## config.mk

```make
export PLATFORM = sky130hd
export DESIGN_NAME = trig_qualifier
export DESIGN_NICKNAME = d
export VERILOG_FILES = /design/src/rtl/trig_pkg.sv /design/src/rtl/trig_datapath.sv /design/src/rtl/trig_control.sv /design/src/rtl/trig_qualifier.sv
export SDC_FILE = /design/constraint.sdc
export NUM_CORES = 1
export LEC_CHECK = 0
export BUFFER_PORTS_ARGS = -buffer_cell sky130_fd_sc_hd__clkbuf_2
export CORE_AREA = 2 2 73 110
export CTS_CLUSTER_SIZE = 8
export DETAILED_ROUTE_END_ITERATION = 10
export DIE_AREA = 0 0 75 112
export GPL_ROUTABILITY_DRIVEN = 0
export PLACE_DENSITY = 0.74
export RECOVER_POWER = 25
export SLEW_MARGIN = 20
export SYNTH_ARGS = -nofsm -noshare
export SYNTH_HDL_FRONTEND = slang
export SYNTH_SLANG_ARGS = --single-unit
export TNS_END_PERCENT = 30
```

## constraint.sdc

```tcl
create_clock -name clk -period 3.7 [get_ports clk]
set_input_delay 0.185 -clock clk [delete_from_list [all_inputs] [get_ports clk]]
set_output_delay 0.185 -clock clk [all_outputs]
set_load 0.05 [all_outputs]
```

## src/rtl/trig_pkg.sv

```systemverilog
package trig_pkg;
  typedef enum logic [2:0] {
    T_EXT_RISE  = 3'd0,
    T_EXT_FALL  = 3'd1,
    T_LVL_RISE  = 3'd2,
    T_LVL_FALL  = 3'd3,
    T_GLT_RISE  = 3'd4,
    T_GLT_FALL  = 3'd5,
    T_PAT_ENTER = 3'd6,
    T_PAT_EXIT  = 3'd7
  } trig_type_e;

  typedef enum logic [1:0] {
    Q_NONE = 2'd0,
    Q_LOW  = 2'd1,
    Q_HIGH = 2'd2
  } qual_e;

  typedef struct packed {
    logic clear;   // wipe detector history (arm)
    logic search;  // a search is active
  } ctl_strobe_t;
endpackage

```

## src/rtl/trig_datapath.sv

```systemverilog
module trig_datapath
  import trig_pkg::*;
#(
  parameter int CH_NUM = 4,
  parameter int TIME_W = 8
) (
  input  logic                  clk,
  input  logic                  rstN,
  input  ctl_strobe_t           ctl,
  input  logic                  sampleEn,
  input  logic [CH_NUM*16-1:0]  chanData,
  input  logic [$clog2(CH_NUM):0] srcSel,
  input  logic [2:0]            trigType,
  input  logic [7:0]            lowLevel,
  input  logic [7:0]            highLevel,
  input  logic [TIME_W-1:0]     lowTime,
  input  logic [TIME_W-1:0]     highTime,
  input  logic                  extIn,
  output logic                  condHit
);
  localparam int SEL_W = $clog2(CH_NUM);
  localparam logic [TIME_W-1:0] RUN_MAX = '1;

  // source byte selection
  logic [7:0] upperB [CH_NUM];
  logic [7:0] lowerB [CH_NUM];
  for (genvar ch = 0; ch < CH_NUM; ch++) begin : g_split
    assign upperB[ch] = chanData[ch*16+8 +: 8];
    assign lowerB[ch] = chanData[ch*16   +: 8];
  end

  logic [7:0] selByte;
  assign selByte = srcSel[SEL_W] ? lowerB[srcSel[SEL_W-1:0]] : upperB[srcSel[SEL_W-1:0]];

  // level comparators and dwell counters
  logic belowNow, aboveNow;
  assign belowNow = selByte <= lowLevel;
  assign aboveNow = selByte >= highLevel;

  logic [TIME_W-1:0] lowRun, highRun, lowRunNext, highRunNext, needLow, needHigh;
  assign lowRunNext  = (lowRun  == RUN_MAX) ? RUN_MAX : lowRun  + 1'b1;
  assign highRunNext = (highRun == RUN_MAX) ? RUN_MAX : highRun + 1'b1;
  assign needLow  = (lowTime  == '0) ? TIME_W'(1) : lowTime;
  assign needHigh = (highTime == '0) ? TIME_W'(1) : highTime;

  logic lowQualNow, highQualNow;
  assign lowQualNow  = belowNow && (lowRunNext  >= needLow);
  assign highQualNow = aboveNow && (highRunNext >= needHigh);

  qual_e qual;
  logic  highTouched, lowTouched;
  logic  prevMatch, prevValid;
  logic  patMatch;
  assign patMatch = ((selByte ^ highLevel) & lowLevel) == 8'h00;

  always_ff @(posedge clk) begin
    if (!rstN || ctl.clear) begin
      lowRun      <= '0;
      highRun     <= '0;
      qual        <= Q_NONE;
      highTouched <= 1'b0;
      lowTouched  <= 1'b0;
      prevMatch   <= 1'b0;
      prevValid   <= 1'b0;
    end else if (sampleEn) begin
      lowRun  <= belowNow ? lowRunNext  : '0;
      highRun <= aboveNow ? highRunNext : '0;
      if (lowQualNow)       qual <= Q_LOW;
      else if (highQualNow) qual <= Q_HIGH;
      // short excursion past the high level while low is qualified
      if (belowNow || highQualNow)          highTouched <= 1'b0;
      else if (aboveNow && qual == Q_LOW)   highTouched <= 1'b1;
      // short excursion past the low level while high is qualified
      if (aboveNow || lowQualNow)           lowTouched <= 1'b0;
      else if (belowNow && qual == Q_HIGH)  lowTouched <= 1'b1;
      prevMatch <= patMatch;
      prevValid <= 1'b1;
    end
  end

  // external input synchroniser and edge detection
  logic sync0, sync1, sync1Prev;
  always_ff @(posedge clk) begin
    if (!rstN) begin
      sync0     <= 1'b0;
      sync1     <= 1'b0;
      sync1Prev <= 1'b0;
    end else begin
      sync0     <= extIn;
      sync1     <= sync0;
      sync1Prev <= sync1;
    end
  end

  logic extRise, extFall;
  assign extRise = sync1 && !sync1Prev;
  assign extFall = !sync1 && sync1Prev;

  logic sampleHit;
  always_comb begin
    sampleHit = 1'b0;
    case (trig_type_e'(trigType))
      T_LVL_RISE:  sampleHit = highQualNow && qual == Q_LOW;
      T_LVL_FALL:  sampleHit = lowQualNow  && qual == Q_HIGH;
      T_GLT_RISE:  sampleHit = belowNow && qual == Q_LOW  && highTouched;
      T_GLT_FALL:  sampleHit = aboveNow && qual == Q_HIGH && lowTouched;
      T_PAT_ENTER: sampleHit = prevValid &&  patMatch && !prevMatch;
      T_PAT_EXIT:  sampleHit = prevValid && !patMatch &&  prevMatch;
      default:     sampleHit = 1'b0;
    endcase
  end

  always_comb begin
    case (trig_type_e'(trigType))
      T_EXT_RISE: condHit = ctl.search && extRise;
      T_EXT_FALL: condHit = ctl.search && extFall;
      default:    condHit = ctl.search && sampleEn && sampleHit;
    endcase
  end

  // disabled cycles leave the dwell counters alone
  a_r11_hold_runs: assert property (@(posedge clk) disable iff (!rstN)
    (!sampleEn && !ctl.clear) |=> ($stable(lowRun) && $stable(highRun)));

  // a low state is only entered on an enabled below-level sample
  a_r3_low_entry: assert property (@(posedge clk) disable iff (!rstN)
    (qual == Q_LOW && $past(qual) != Q_LOW) |-> $past(belowNow && sampleEn));

  // a synchronised rising edge reflects the pin two clocks earlier
  a_r7_sync_depth: assert property (@(posedge clk) disable iff (!rstN)
    extRise |-> $past(extIn, 2));
endmodule

```

## src/rtl/trig_control.sv

```systemverilog
module trig_control
  import trig_pkg::*;
(
  input  logic        clk,
  input  logic        rstN,
  input  logic        armWr,
  input  logic        armVal,
  input  logic        condHit,
  output ctl_strobe_t ctl,
  output logic        trigPulse,
  output logic        busy,
  output logic        recording
);
  assign ctl.clear  = armWr && armVal;
  assign ctl.search = busy && !armWr;

  always_ff @(posedge clk) begin
    if (!rstN) begin
      busy      <= 1'b0;
      recording <= 1'b0;
      trigPulse <= 1'b0;
    end else if (armWr) begin
      busy      <= armVal;
      recording <= 1'b0;
      trigPulse <= 1'b0;
    end else if (busy && condHit) begin
      busy      <= 1'b0;
      recording <= 1'b1;
      trigPulse <= 1'b1;
    end else begin
      trigPulse <= 1'b0;
    end
  end

  a_r2_single_cycle: assert property (@(posedge clk) disable iff (!rstN)
    trigPulse |=> !trigPulse);

  a_r8_fire_ends_search: assert property (@(posedge clk) disable iff (!rstN)
    trigPulse |-> (!busy && $past(busy)));

  a_r9_status_exclusive: assert property (@(posedge clk) disable iff (!rstN)
    $onehot0({busy, recording}));

  a_r9_recording_on_fire: assert property (@(posedge clk) disable iff (!rstN)
    trigPulse |-> recording);
endmodule

```

## src/rtl/trig_qualifier.sv

```systemverilog
module trig_qualifier
  import trig_pkg::*;
#(
  parameter int CH_NUM = 4,
  parameter int TIME_W = 8
) (
  input  logic                    clk,
  input  logic                    rstN,
  input  logic                    armWr,
  input  logic                    armVal,
  input  logic                    sampleEn,
  input  logic [CH_NUM*16-1:0]    chanData,
  input  logic [$clog2(CH_NUM):0] srcSel,
  input  logic [2:0]              trigType,
  input  logic [7:0]              lowLevel,
  input  logic [7:0]              highLevel,
  input  logic [TIME_W-1:0]       lowTime,
  input  logic [TIME_W-1:0]       highTime,
  input  logic                    extIn,
  output logic                    trigPulse,
  output logic [1:0]              status
);
  ctl_strobe_t ctl;
  logic condHit, busy, recording;

  trig_datapath #(.CH_NUM(CH_NUM), .TIME_W(TIME_W)) u_dp (
    .clk(clk), .rstN(rstN), .ctl(ctl), .sampleEn(sampleEn),
    .chanData(chanData), .srcSel(srcSel), .trigType(trigType),
    .lowLevel(lowLevel), .highLevel(highLevel),
    .lowTime(lowTime), .highTime(highTime), .extIn(extIn),
    .condHit(condHit)
  );

  trig_control u_ctl (
    .clk(clk), .rstN(rstN), .armWr(armWr), .armVal(armVal),
    .condHit(condHit), .ctl(ctl), .trigPulse(trigPulse),
    .busy(busy), .recording(recording)
  );

  assign status = {recording, busy};
endmodule

```

==> impl_metrics.py <==
metrics = {
    "clock_tree": {
        "clkLatencyLatePin_ns": 0.26,
        "numCtsBuffers": 3,
        "cts-htree-levels": 1,
        "clk_path_buf_depth": 2,
        "cts.sinks": 28,
        "cts-root-buf": "clkbuf_16",
        "clk_pin_slew_ns": 0.07,
        "post_cts_buffers": 0,
        "cts_resized": 0,
        "hold_buffers": 0,
        "tritoncts": "yes",
    },
    "critical_path": {
        "worstPathMaxFanout": 16,
        "critPathCaptureType": "flip-flop",
        "critical_path_class": "input pin to flip-flop",
        "crit_path_start_kind": "input pin",
        "arrival_ns": 3.05,
        "r2r-start": "u_dp.lowRun[0]",
        "worstPathRequired_ns": 3.88,
        "setup.worst_path.start": "srcSel[0]",
    },
    "die": {
        "initial_utilization_pct": 38.6,
        "dieHeight_um": 112,
        "num_rows": 39,
        "io_pins": 111,
        "coreArea_mm2": 0.00747,
        "die_w_um": 75,
        "die-area_mm2": 0.00840,
    },
    "routing": {
        "firstDrtPassIters": 6,
        "routed_wl_um": 6890,
        "drc": 0,
        "post_drt_wl_per_cell_um": 12.9,
        "viasPerCell": 5.13,
        "drt_iter0_drc": 88,
        "via_count": 2735,
        "postRouteAntennaNets": 0,
    },
    "run_status": {
        "outcome": "finished, final reports clean",
    },
    "placed_design": {
        "dp_hpwl_um": 6000,
        "place_ws_ns": 0.511,
        "place.port_buffers": 110,
    },
    "cells_and_area": {
        "drive_gt1_share_pct": 36.0,
        "utilization_pct": 48.2,
        "layout_common_cells": "clkbuf_2, ha_1, a21oi_1",
        "syn2layout_area_growth_pct": 24.7,
        "final_common_cell": "clkbuf_2",
        "diodes": 0,
        "nets": 574,
    },
    "yosys": {
        "syn_area_mm2": 0.00289,
        "synth_edf_count": 0,
        "ys_seq_area_share_pct": 19.4,
        "yosys_most_used_dff": "dfxtp_1",
        "ys_seq_elements": 28,
        "yosys_warnings": 0,
        "syn_area_per_cell_um2": 8.72,
        "synth_nets": 473,
        "async_flop_share_pct": 0,
        "synthCells": 331,
        "synthDistinctLibCells": 59,
    },
    "timing": {
        "slew_violations": 0,
        "finalWorstSetupSlack_ns": 0.822,
        "setup-tns-final_ns": 0,
        "rsz0062_at_grt": "no",
        "tightest_slew_ns": 0.745,
        "final-hold-violation-count": 0,
        "fmax_mhz": 348,
        "holdWs_ns": 0.129,
        "skew_ns": 0.00376,
        "finalSetupViolations": 0,
        "fin_crit_sh_pct": 77.8,
        "slew_headroom_pct": 50.2,
        "fin_crit_ns": 2.88,
    },
    "job": {
        "cap_violations": 0,
    },
    "power": {
        "p_leak_nw": 1.74,
        "max-vdd-ir-drop_mv": 0.161,
        "total_power_mw": 0.929,
        "p_per_area_mw_per_mm2": 258,
    },
    "worst_hold_path": {
        "hold_path.class": "input pin to flip-flop",
        "hold_start": "extIn",
    },
    "global_routing": {
        "grt_usage_pct": 16.9,
        "grt_pass1_vias": 2745,
        "grt_pass1_wl_um": 11500,
        "grt_overflow": 0,
        "antenna_found_initial": 0,
        "grt_max_degree": 31,
    },
}
Yosys cell counts (2+ instances only):
library cell	number	area share, %
nand4_1	2	0.43
buf_2	4	0.69
a31oi_1	5	1.1
and3_1	5	1.1
clkbuf_1	6	0.78
xnor2_1	3	0.91
nand2_1	16	2.1
nor2_1	24	3.1
and2_1	7	1.5
o22ai_1	4	0.87
mux4_2	16	12
buf_4	2	0.52
inv_1	31	4.0
nor3_1	5	0.87
nor2b_1	17	3.7
nand3b_1	3	0.78
a211oi_2	2	0.87
nand3_1	14	2.4
nor2_4	2	0.78
nor3_2	3	1.0
nand2b_1	7	1.5
mux2i_1	4	1.4
a41o_1	2	0.69
dfxtp_1	28	19
xor2_1	3	0.91
o31ai_1	2	0.52
mux2_2	7	2.7
nor4_1	2	0.43
ha_1	34	15
inv_2	2	0.26
a21oi_1	33	5.7
o21ai_0	8	1.4
buf_1	2	0.26
final cells by class:
type / instances / area (um^2)
Inverter: 33 / 124
Tap cell: 102 / 128
Fill cell: 702 / 3870
Timing Repair Buffer: 110 / 544
Sequential cell: 28 / 561
Multi-Input combinational cell: 256 / 2140
Clock buffer: 3 / 75.1
Clock inverter: 1 / 30.0
worst paths after layout:
path | endpoint | depth (start not counted) | slack (ns)
max | u_dp.highTouched | 10 | 0.82
min | u_dp.sync0 | 2 | 0.13
max reg2reg | u_ctl.recording | 12 | 0.85
min reg2reg | u_dp.sync1 | 1 | 0.45
routing by layer:
metal	wire [um]	up-vias	part of all wire, %	global-route usage [%]
met5	0	-	0	0
met3	384	8	5.6	1.18
met4	131	0	1.9	4.88
met1	2550	1223	37	18.4
met2	3820	105	55	33.0
li1	-	1399	-	-
worst max-delay path, cell delays in order:
cell and delay (ns):
clkbuf_2 0.44, mux4_2 0.58, mux2_2 0.29, ha_1 0.32
nand2_1 0.10, o21ai_0 0.30, a21oi_4 0.09, nor2b_1 0.43
a21oi_1 0.13, nor3_1 0.18
power by group:
group          leakage [nW]  switching [mW]  total (mW)  internal (mW)
Combinational          1.46           0.156       0.305          0.149
Clock                0.0511          0.0966       0.312          0.215
Sequential            0.227         0.00532       0.312          0.307
Total                  1.74           0.258       0.929          0.671
stage by stage:
stage / instance area [um^2] / std cells
finish: 3600 / 533
CTS: 3600 / 533
floorplan: 2890 / 331
global route: 3600 / 533
detailed placement: 3500 / 529
global placement: 3500 / 529
cells by family after synthesis:
kind of cell,after synthesis,share of synthesized area [%]
mux,27,16.6
buf+inv,47,6.55
compound gates,71,17.3
xor+xnor,6,1.82
simple gates,118,23.5
fa+ha+maj,34,14.7
flops,28,19.4
sequential cells by signal, summed over array words and instances (netlist names):
name              flops
u_dp.prevValid        1
u_ctl.recording       1
u_dp.sync1            1
u_ctl.busy            1
u_dp.highRun          8
u_ctl.trigPulse       1
u_dp.lowTouched       1
u_dp.prevMatch        1
u_dp.sync1Prev        1
u_dp.qual             2
u_dp.lowRun           8
u_dp.sync0            1
u_dp.highTouched      1
(Power assumes the default switching activity.)
